File: src/rtl/mcm_pkg.sv
package mcm_pkg;

  localparam int DATA_W   = 8;
  localparam int ADDR_W   = 16;
  localparam int NUM_SYS  = 16;
  localparam int NUM_CHR  = 6;
  localparam int IDX_W    = $clog2(NUM_SYS);
  localparam int CMD_W    = 3;
  localparam int NUM_WIN  = 4;
  localparam int NUM_SLOT = 8;
  localparam int OUTER_W  = 4;
  localparam int PRG_W    = OUTER_W + DATA_W;
  localparam int CHR_SH   = 3;
  localparam int CHR_BLK_W = OUTER_W + DATA_W;
  localparam int CHR_W    = CHR_BLK_W + CHR_SH;
  localparam int SHIFT_W  = 4;

  // system register indices that logic decodes
  localparam int IX_OUTER  = 0;
  localparam int IX_PRG_A  = 7;
  localparam int IX_PRG_B  = 8;
  localparam int IX_FIX_C  = 9;
  localparam int IX_FIX_E  = 10;
  localparam int IX_SHIFT  = 11;
  localparam int IX_CHR_HI = 12;
  localparam int IX_MODE   = 13;
  localparam int IX_MIRR   = 14;
  localparam int IX_CMD    = 15;

  localparam logic [DATA_W-1:0] RST_FIX_C = 8'h3E;
  localparam logic [DATA_W-1:0] RST_FIX_E = 8'h3F;
  localparam logic [DATA_W-1:0] PRG_FULL  = 8'h3F;

  localparam logic [ADDR_W-1:0] A_CHR_HI   = 16'h2018;
  localparam logic [ADDR_W-1:0] A_MODE     = 16'h201A;
  localparam logic [ADDR_W-5:0] A_SYS_PAGE = 12'h410;

  typedef enum logic [2:0] {
    WK_NONE,
    WK_SYS,
    WK_CMD,
    WK_DATA,
    WK_MIRR
  } wr_kind_e;

  typedef struct packed {
    wr_kind_e              kind;
    logic [IDX_W-1:0]      idx;
    logic [DATA_W-1:0]     data;
  } wr_req_t;

  function automatic logic [DATA_W-1:0] prg_mask(input logic [SHIFT_W-1:0] sh);
    return PRG_FULL >> sh;
  endfunction

  function automatic logic [DATA_W-1:0] chr_wmask(input logic [SHIFT_W-1:0] sh,
                                                  input logic narrow);
    return narrow ? 8'h0F : (8'hFF >> sh);
  endfunction

  function automatic logic [NUM_SYS-1:0][DATA_W-1:0] rst_image();
    logic [NUM_SYS-1:0][DATA_W-1:0] img;
    img = '0;
    img[IX_FIX_C] = RST_FIX_C;
    img[IX_FIX_E] = RST_FIX_E;
    return img;
  endfunction

endpackage

File: src/rtl/mcm_wr_decode.sv
module mcm_wr_decode
  import mcm_pkg::*;
(
  input  logic              wr_en,
  input  logic [ADDR_W-1:0] wr_addr,
  input  logic [DATA_W-1:0] wr_data,
  output wr_req_t           req
);

  logic in_sys_page;
  logic in_mmc_area;
  logic [2:0] mmc_sel;

  assign in_sys_page = (wr_addr[ADDR_W-1:4] == A_SYS_PAGE);
  // 0x8000..0xEFFF only; top nibble 0xF is excluded
  assign in_mmc_area = wr_addr[ADDR_W-1] && (wr_addr[ADDR_W-2:ADDR_W-4] != 3'b111);
  // reduced key of addr & 0xE001 within the area: {a14, a13, a0}
  assign mmc_sel = {wr_addr[ADDR_W-2], wr_addr[ADDR_W-3], wr_addr[0]};

  always_comb begin
    req      = '0;
    req.kind = WK_NONE;
    req.data = wr_data;
    if (wr_en) begin
      if (in_sys_page) begin
        req.kind = WK_SYS;
        req.idx  = wr_addr[IDX_W-1:0];
      end else if (wr_addr == A_CHR_HI) begin
        req.kind = WK_SYS;
        req.idx  = IDX_W'(IX_CHR_HI);
      end else if (wr_addr == A_MODE) begin
        req.kind = WK_SYS;
        req.idx  = IDX_W'(IX_MODE);
      end else if (in_mmc_area) begin
        case (mmc_sel)
          3'b000:  req.kind = WK_CMD;
          3'b001:  req.kind = WK_DATA;
          3'b010:  req.kind = WK_MIRR;
          default: req.kind = WK_NONE;
        endcase
      end
    end
  end

endmodule

File: src/rtl/mcm_regfile.sv
module mcm_regfile
  import mcm_pkg::*;
(
  input  logic                             clk,
  input  logic                             rst_n,
  input  wr_req_t                          req,
  output logic [DATA_W-1:0]                outer_q,
  output logic [DATA_W-1:0]                prg_a_q,
  output logic [DATA_W-1:0]                prg_b_q,
  output logic [DATA_W-1:0]                fix_c_q,
  output logic [DATA_W-1:0]                fix_e_q,
  output logic [SHIFT_W-1:0]               shift_lo_q,
  output logic [DATA_W-1:0]                chr_hi_q,
  output logic [4:0]                       mode_hi_q,
  output logic [1:0]                       mode_lo_q,
  output logic                             mirr_q,
  output logic [1:0]                       cmd_hi_q,
  output logic [NUM_CHR-1:0][DATA_W-1:0]   chr_q
);

  logic [NUM_SYS-1:0][DATA_W-1:0] sys_q, sys_nxt;
  logic [NUM_CHR-1:0][DATA_W-1:0] chr_r, chr_nxt;
  logic                           upd_en;
  logic [CMD_W-1:0]               cmd_idx;
  logic [IDX_W-1:0]               prg_tgt;
  logic [DATA_W-1:0]              pmask;
  logic [DATA_W-1:0]              cmask;

  assign cmd_idx = sys_q[IX_CMD][CMD_W-1:0];
  // command 6 targets index 7, command 7 targets index 8
  assign prg_tgt = IDX_W'(cmd_idx) + IDX_W'(1);
  assign pmask   = prg_mask(sys_q[IX_SHIFT][SHIFT_W-1:0]);
  assign cmask   = chr_wmask(sys_q[IX_SHIFT][DATA_W-1:SHIFT_W], sys_q[IX_MODE][2]);
  assign upd_en  = (req.kind != WK_NONE);

  // next-state
  always_comb begin
    sys_nxt = sys_q;
    chr_nxt = chr_r;
    case (req.kind)
      WK_SYS:  sys_nxt[req.idx] = req.data;
      WK_CMD:  sys_nxt[IX_CMD]  = req.data;
      WK_MIRR: sys_nxt[IX_MIRR] = {{(DATA_W-1){1'b0}}, ~req.data[0]};
      WK_DATA: begin
        if (cmd_idx < CMD_W'(NUM_CHR)) begin
          chr_nxt[cmd_idx] = req.data & cmask;
        end else begin
          sys_nxt[prg_tgt] = (sys_q[prg_tgt] & ~pmask) | (req.data & pmask);
        end
      end
      default: ;
    endcase
  end

  // state, clock enable written out
  always_ff @(posedge clk or negedge rst_n) begin
    if (!rst_n) begin
      sys_q <= rst_image();
      chr_r <= '0;
    end else if (upd_en) begin
      sys_q <= sys_nxt;
      chr_r <= chr_nxt;
    end
  end

  assign outer_q    = sys_q[IX_OUTER];
  assign prg_a_q    = sys_q[IX_PRG_A];
  assign prg_b_q    = sys_q[IX_PRG_B];
  assign fix_c_q    = sys_q[IX_FIX_C];
  assign fix_e_q    = sys_q[IX_FIX_E];
  assign shift_lo_q = sys_q[IX_SHIFT][SHIFT_W-1:0];
  assign chr_hi_q   = sys_q[IX_CHR_HI];
  assign mode_hi_q  = sys_q[IX_MODE][7:3];
  assign mode_lo_q  = sys_q[IX_MODE][1:0];
  assign mirr_q     = sys_q[IX_MIRR][0];
  assign cmd_hi_q   = sys_q[IX_CMD][7:6];
  assign chr_q      = chr_r;

  AST_RESET_IMAGE: assert property (@(posedge clk) disable iff (!rst_n)
    $rose(rst_n) |-> (sys_q == rst_image()) && (chr_r == '0));

  AST_HOLD_IDLE: assert property (@(posedge clk) disable iff (!rst_n)
    (req.kind == WK_NONE) |=> $stable(sys_q) && $stable(chr_r));

  AST_MIRR_INVERT: assert property (@(posedge clk) disable iff (!rst_n)
    (req.kind == WK_MIRR) |=> (mirr_q == !$past(req.data[0])));

  AST_PRG_A_KEEP: assert property (@(posedge clk) disable iff (!rst_n)
    (req.kind == WK_DATA && cmd_idx == 3'd6) |=>
      (((sys_q[IX_PRG_A] ^ $past(sys_q[IX_PRG_A])) & ~$past(pmask)) == 8'h00));

  AST_PRG_B_KEEP: assert property (@(posedge clk) disable iff (!rst_n)
    (req.kind == WK_DATA && cmd_idx == 3'd7) |=>
      (((sys_q[IX_PRG_B] ^ $past(sys_q[IX_PRG_B])) & ~$past(pmask)) == 8'h00));

  for (genvar i = 0; i < NUM_CHR; i++) begin : g_chr_chk
    AST_CHR_NARROW: assert property (@(posedge clk) disable iff (!rst_n)
      (req.kind == WK_DATA && cmd_idx == CMD_W'(i) && sys_q[IX_MODE][2]) |=>
        (chr_r[i][7:4] == 4'h0));
  end

endmodule

File: src/rtl/mcm_prg_map.sv
module mcm_prg_map
  import mcm_pkg::*;
(
  input  logic                            clk,
  input  logic                            rst_n,
  input  logic [OUTER_W-1:0]              outer_hi,
  input  logic [DATA_W-1:0]               prg_a,
  input  logic [DATA_W-1:0]               prg_b,
  input  logic [DATA_W-1:0]               fix_c,
  input  logic [DATA_W-1:0]               fix_e,
  input  logic [SHIFT_W-1:0]              shift_lo,
  input  logic [1:0]                      mode_lo,
  input  logic                            cmd_swap,
  output logic [NUM_WIN-1:0][PRG_W-1:0]   prg_bank
);

  localparam logic [DATA_W-1:0] SECOND_LAST = 8'hFE;
  localparam logic [DATA_W-1:0] LAST        = 8'hFF;

  logic [DATA_W-1:0]            pmask;
  logic [DATA_W-1:0]            keep;
  logic [PRG_W-1:0]             pbase;
  logic [NUM_WIN-1:0][PRG_W-1:0] win;
  logic                         regs_drive_top;
  logic                         swap;

  function automatic logic [PRG_W-1:0] merge(input logic [PRG_W-1:0] base,
                                             input logic [DATA_W-1:0] inner,
                                             input logic [DATA_W-1:0] m,
                                             input logic [DATA_W-1:0] k);
    return base | {{OUTER_W{1'b0}}, (inner & m) | k};
  endfunction

  assign pmask          = prg_mask(shift_lo);
  assign keep           = fix_e & ~pmask;
  assign pbase          = {outer_hi, {DATA_W{1'b0}}};
  assign regs_drive_top = mode_lo[1];
  assign swap           = mode_lo[0] & cmd_swap;

  always_comb begin
    win[0] = merge(pbase, prg_a, pmask, keep);
    win[1] = merge(pbase, prg_b, pmask, keep);
    if (regs_drive_top) begin
      win[2] = merge(pbase, fix_c, pmask, keep);
      win[3] = pbase | {{OUTER_W{1'b0}}, fix_e};
    end else begin
      win[2] = merge(pbase, SECOND_LAST, pmask, keep);
      win[3] = merge(pbase, LAST, pmask, keep);
    end
  end

  assign prg_bank[0] = swap ? win[2] : win[0];
  assign prg_bank[1] = win[1];
  assign prg_bank[2] = swap ? win[0] : win[2];
  assign prg_bank[3] = win[3];

  AST_OUTER_BITS: assert property (@(posedge clk) disable iff (!rst_n)
    (prg_bank[0][PRG_W-1:DATA_W] == outer_hi) && (prg_bank[1][PRG_W-1:DATA_W] == outer_hi) &&
    (prg_bank[2][PRG_W-1:DATA_W] == outer_hi) && (prg_bank[3][PRG_W-1:DATA_W] == outer_hi));

  AST_LAST_FIXED: assert property (@(posedge clk) disable iff (!rst_n)
    !mode_lo[1] |-> ((prg_bank[3][DATA_W-1:0] & prg_mask(shift_lo)) == prg_mask(shift_lo)));

endmodule

File: src/rtl/mcm_chr_map.sv
module mcm_chr_map
  import mcm_pkg::*;
#(
  parameter int SLOTS = NUM_SLOT
)
(
  input  logic                             clk,
  input  logic                             rst_n,
  input  logic [OUTER_W-1:0]               outer_lo,
  input  logic [DATA_W-1:0]                chr_hi,
  input  logic [4:0]                       mode_hi,
  input  logic [NUM_CHR-1:0][DATA_W-1:0]   chr_q,
  input  logic                             swap,
  output logic [SLOTS-1:0][CHR_W-1:0]      chr_bank
);

  localparam int HALF  = SLOTS / 2;
  localparam int PAIRS = HALF / 2;

  logic [CHR_BLK_W-1:0]          base_blk;
  logic [CHR_W-1:0]              cbase;
  logic [SLOTS-1:0][CHR_W-1:0]   raw;

  assign base_blk = {outer_lo, {DATA_W{1'b0}}}
                  | {{(OUTER_W-1){1'b0}}, chr_hi, 1'b0}
                  | {{(CHR_BLK_W-5){1'b0}}, mode_hi};
  assign cbase    = {base_blk, {CHR_SH{1'b0}}};

  for (genvar k = 0; k < SLOTS; k++) begin : g_slot
    // lower half: pairs from the first registers; upper half: single banks
    localparam int SRC = (k < HALF) ? (k / 2) : (k - HALF + PAIRS);
    logic [DATA_W-1:0] inner;
    if (k < HALF) begin : g_pair
      if (k % 2 == 1) begin : g_odd
        assign inner = chr_q[SRC] | 8'h01;
      end else begin : g_even
        assign inner = chr_q[SRC] & 8'hFE;
      end
    end else begin : g_single
      assign inner = chr_q[SRC];
    end
    assign raw[k]      = cbase | {{(CHR_W-DATA_W){1'b0}}, inner};
    assign chr_bank[k] = swap ? raw[k ^ HALF] : raw[k];
  end

  AST_PAIR_ODD: assert property (@(posedge clk) disable iff (!rst_n)
    (swap ? (chr_bank[HALF] ^ chr_bank[HALF+1]) : (chr_bank[0] ^ chr_bank[1])) == CHR_W'(1));

endmodule

File: src/rtl/mc_bank_mapper.sv
module mc_bank_mapper
  import mcm_pkg::*;
(
  input  logic                           clk,
  input  logic                           rst_n,
  input  logic                           wr_en,
  input  logic [ADDR_W-1:0]              wr_addr,
  input  logic [DATA_W-1:0]              wr_data,
  output logic [NUM_WIN-1:0][PRG_W-1:0]  prg_bank,
  output logic [NUM_SLOT-1:0][CHR_W-1:0] chr_bank,
  output logic                           mirror_sel
);

  wr_req_t                        req;
  logic [DATA_W-1:0]              outer_q;
  logic [DATA_W-1:0]              prg_a_q;
  logic [DATA_W-1:0]              prg_b_q;
  logic [DATA_W-1:0]              fix_c_q;
  logic [DATA_W-1:0]              fix_e_q;
  logic [SHIFT_W-1:0]             shift_lo_q;
  logic [DATA_W-1:0]              chr_hi_q;
  logic [4:0]                     mode_hi_q;
  logic [1:0]                     mode_lo_q;
  logic [1:0]                     cmd_hi_q;
  logic [NUM_CHR-1:0][DATA_W-1:0] chr_q;

  mcm_wr_decode u_decode (
    .wr_en   (wr_en),
    .wr_addr (wr_addr),
    .wr_data (wr_data),
    .req     (req)
  );

  mcm_regfile u_regs (
    .clk        (clk),
    .rst_n      (rst_n),
    .req        (req),
    .outer_q    (outer_q),
    .prg_a_q    (prg_a_q),
    .prg_b_q    (prg_b_q),
    .fix_c_q    (fix_c_q),
    .fix_e_q    (fix_e_q),
    .shift_lo_q (shift_lo_q),
    .chr_hi_q   (chr_hi_q),
    .mode_hi_q  (mode_hi_q),
    .mode_lo_q  (mode_lo_q),
    .mirr_q     (mirror_sel),
    .cmd_hi_q   (cmd_hi_q),
    .chr_q      (chr_q)
  );

  mcm_prg_map u_prg (
    .clk      (clk),
    .rst_n    (rst_n),
    .outer_hi (outer_q[DATA_W-1:DATA_W-OUTER_W]),
    .prg_a    (prg_a_q),
    .prg_b    (prg_b_q),
    .fix_c    (fix_c_q),
    .fix_e    (fix_e_q),
    .shift_lo (shift_lo_q),
    .mode_lo  (mode_lo_q),
    .cmd_swap (cmd_hi_q[0]),
    .prg_bank (prg_bank)
  );

  mcm_chr_map #(.SLOTS(NUM_SLOT)) u_chr (
    .clk      (clk),
    .rst_n    (rst_n),
    .outer_lo (outer_q[OUTER_W-1:0]),
    .chr_hi   (chr_hi_q),
    .mode_hi  (mode_hi_q),
    .chr_q    (chr_q),
    .swap     (cmd_hi_q[1]),
    .chr_bank (chr_bank)
  );

endmodule

File: config.mk
export PLATFORM = sky130hd
export DESIGN_NAME = mc_bank_mapper
export DESIGN_NICKNAME = d
export VERILOG_FILES = /design/src/rtl/mcm_pkg.sv /design/src/rtl/mcm_wr_decode.sv /design/src/rtl/mcm_regfile.sv /design/src/rtl/mcm_prg_map.sv /design/src/rtl/mcm_chr_map.sv /design/src/rtl/mc_bank_mapper.sv
export SDC_FILE = /design/constraint.sdc
export NUM_CORES = 1
export LEC_CHECK = 0
export ABC_AREA = 1
export BUFFER_PORTS_ARGS = -buffer_cell sky130_fd_sc_hd__buf_4
export CORE_ASPECT_RATIO = 0.7
export CORE_MARGIN = 2
export CORE_UTILIZATION = 30
export CTS_BUF_LIST = sky130_fd_sc_hd__clkbuf_8 sky130_fd_sc_hd__clkbuf_16
export DETAILED_ROUTE_END_ITERATION = 10
export PLACE_DENSITY_LB_ADDON = 0.15
export SLEW_MARGIN = 10
export SYNTH_ARGS = -nofsm -noshare
export SYNTH_HDL_FRONTEND = slang
export SYNTH_SLANG_ARGS = --single-unit
File: constraint.sdc
create_clock -name clk -period 7.7 [get_ports clk]
set_input_delay 0.77 -clock clk [delete_from_list [all_inputs] [get_ports clk]]
set_output_delay 0.77 -clock clk [all_outputs]
set_load 0.02 [all_outputs]
==> flow_summary.json <==
{
  "outcome": "complete, no violations",
  "drive_gt1_share_pct": 17.5,
  "cts.path.max_buffers": 2,
  "viasPerCell": 5.08,
  "p_sw_mw": 0.931,
  "die_w_um": 251,
  "path_clk_slew_ns": 0.08,
  "critPathSlowestCell": "inv_1",
  "yosys_warnings": 0,
  "layout_commonest_cell": "nand2_1",
  "fin_crit_ns": 4.40,
  "ys_ff_latch": 174,
  "hold_ws_ns": 0.368,
  "synth_ff_type": "dfrtp_1",
  "rows": 63,
  "layout_worst_path_cycle_share_pct": 57.2,
  "ctsHoldBuffers": 0,
  "regToRegEndpoint": "u_regs.sys_q[31]",
  "pre_cts_ws_ns": 3.40,
  "p_sw_share_pct": 38.0,
  "p_leak_nw": 7.29,
  "path_buf_inv": 5,
  "antenna_found_initial": 0,
  "combPwrFrac_pct": 27.1,
  "ctsResizeCount": 0,
  "start_util_pct": 30.3,
  "cp_slowest_stage_delay_ns": 0.68,
  "synthToLayoutAreaGrowth_pct": 13.5,
  "drv_cap": 0,
  "drt_pass1_iterations": 6,
  "grt_max_degree": 85,
  "rsz0062_at_grt": "no",
  "critPathLaunchType": "flop",
  "dieArea_um2": 44300,
  "vias": 13200,
  "fin_total_pwr_mw": 2.45,
  "reg2reg_depth": 15,
  "hold_viol": 0,
  "io_buffers": 195,
  "drtIter0Drc": 1478,
  "grt_pass1_vias": 12200,
  "wirelength_um": 50000,
  "synth-edff-count": 0,
  "report.final.slew_viol_count": 0,
  "arrival_ns": 4.80,
  "async_flop_share_pct": 100,
  "place.gp.congestion": 0.900,
  "crit_type": "reg -> reg",
  "p_per_area_nw_per_um2": 169,
  "synthCells": 1966,
  "cp_top_family": "buffers and inverters",
  "netlist_area_um2": 12800,
  "synth.top_cells.by_area": "dfrtp_1 (32%), nand2_1 (22%), nand3_1 (7.3%)",
  "root_buffer": "clkbuf_16",
  "layout_common_cells": "nand2_1 (745), buf_4 (201), nand3_1 (186)",
  "finalSetupViolations": 0,
  "io_pins": 196,
  "ant_nets": 0,
  "cts_tree": "done",
  "dp_hpwl_um": 36300,
  "avgSynthCellArea_um2": 6.51,
  "ys_seq_area_share_pct": 34.1,
  "drc": 0,
  "clock-sinks": 174,
  "grt_pass1_wl_um": 75900,
  "p_int_mw": 1.52,
  "setup_ws_ns": 3.30,
  "crit_top_cell": "nand2_1",
  "rrSetupSlack_ns": 3.30,
  "clk-insertion-delay-late_ns": 0.46,
  "grt_overflow": 0,
  "p_seq_share_pct": 38.8,
  "wl_per_cell_um": 19.3,
  "crit_chain": "inv_4 > ha_1 > buf_4 > inv_1 > buf_4 > a21oi_1 > o21ai_0 > nand3_1 > nand3_1 > nand2_1 > inv_1 > nand2_1 > nand2_1 > nor2_1 > nor2_1",
  "worst-path-max-fanout": 56,
  "nets": 2058,
  "setup_tns_ns": 0,
  "clock-skew-final_ns": 0.0151,
  "synth_area_leader_cell": "dfrtp_1",
  "synth_fp_nets": 1998,
  "reg2reg_from": "u_regs.cmd_idx[0]",
  "ys_types": 45,
  "htreeDepth": 4,
  "max_freq_mhz": 227,
  "die_h_um": 177,
  "worstMarginPinSlew_ns": 1.18,
  "worstHoldPathType": "in -> async",
  "core_area_um2": 42200,
  "cp.required_ns": 8.10,
  "postCtsSetupBuffers": 0,
  "grtUsageTotal_pct": 22.6,
  "relSlewSlack_pct": 21.1,
  "cp-startpoint": "u_regs.cmd_idx[0]",
  "clkPwrFrac_pct": 34.1,
  "num_antenna_cells": 0,
  "numCtsBuffers": 17,
  "vdd_drop_max_mv": 0.148,
  "endpoint_kind": "flop",
  "yosysTopAreaCellShare_pct": 31.9
}
worst max-delay path by stage:
stage / end / slack (ns) / cells past startpoint
after floorplan: u_regs.sys_q[15] / 5.05 / 18
after global placement: u_regs.sys_q[31] / 3.44 / 15
after detailed placement: u_regs.sys_q[31] / 3.40 / 15
after CTS: u_regs.sys_q[31] / 3.40 / 15
after global routing: u_regs.fix_e_q[6] / 3.05 / 15
final: u_regs.sys_q[31] / 3.30 / 15
power groups by stage:
stage / clock (mW) / combinational, mW / sequential (mW)
floorplan: 0 / 0.454 / 0.959
global placement: 0 / 0.651 / 0.968
detailed placement: 0 / 0.654 / 0.969
CTS: 0.851 / 0.655 / 0.951
global route: 0.886 / 0.704 / 0.954
finish: 0.835 / 0.663 / 0.950
area by class of cell:
cell class	count	area, um2
Multi-Input combinational cell	1481	6820
Clock buffer	17	425
Timing Repair Buffer	202	1520
Tap cell	552	691
Sequential cell	174	4370
Fill cell	4594	27600
Inverter	150	577
Clock inverter	15	115
kinds of logic (layout without fill, tap and decap cells):
logic type | count (synthesis) | after routing | synth area share (%)
compound gates | 282 | 282 | 12.1
fa+ha+maj | 5 | 5 | 0.489
buf+inv | 311 | 384 | 12.5
flops | 174 | 174 | 34.1
simple gates | 1194 | 1194 | 40.7
metal layers:
metal	vias to the layer above	GRT usage [%]	share of wire (%)
met2	551	31.8	41
met5	-	0	0
met4	0	4.64	1.1
met3	42	5.03	8.6
met1	6256	34.6	49
li1	6313	-	-
registers in the layout, indices dropped and copies added, names as in the netlist, 3 cells and up:
signal             count
u_regs.chr_hi_q        8
u_regs.chr_q          46
u_regs.cmd_idx         3
u_regs.fix_c_q         8
u_regs.fix_e_q         8
u_regs.mode_hi_q       5
u_regs.outer_q         8
u_regs.prg_a_q         8
u_regs.prg_b_q         8
u_regs.shift_lo_q      4
u_regs.sys_q          63
synth_stat cells (6+ instances only):
master,instances
inv_1,127
clkbuf_1,38
or2_2,11
inv_2,15
a21oi_1,53
o211ai_1,6
nand3_1,186
nor2_4,10
buf_4,92
buf_2,23
nand2_1,745
nor3_1,15
nand2_2,18
dfrtp_1,163
buf_6,6
nor2_2,12
o21bai_1,6
nor2_1,161
o21ai_0,179
nand4_1,8
nand2_4,10
o21ai_1,20
o21ai_2,7
dfstp_2,11
metrics by stage:
stage | cells | util, % | cell area, um2
6_report | 2591 | 34.4 | 14500
5_1_grt | 2591 | 34.4 | 14500
4_1_cts | 2591 | 34.4 | 14500
3_5_place_dp | 2559 | 33.2 | 14000
3_3_place_gp | 2559 | 33.2 | 14000
2_1_floorplan | 1966 | - | 12800
No activity file was read; power rests on OpenSTA's default activity.
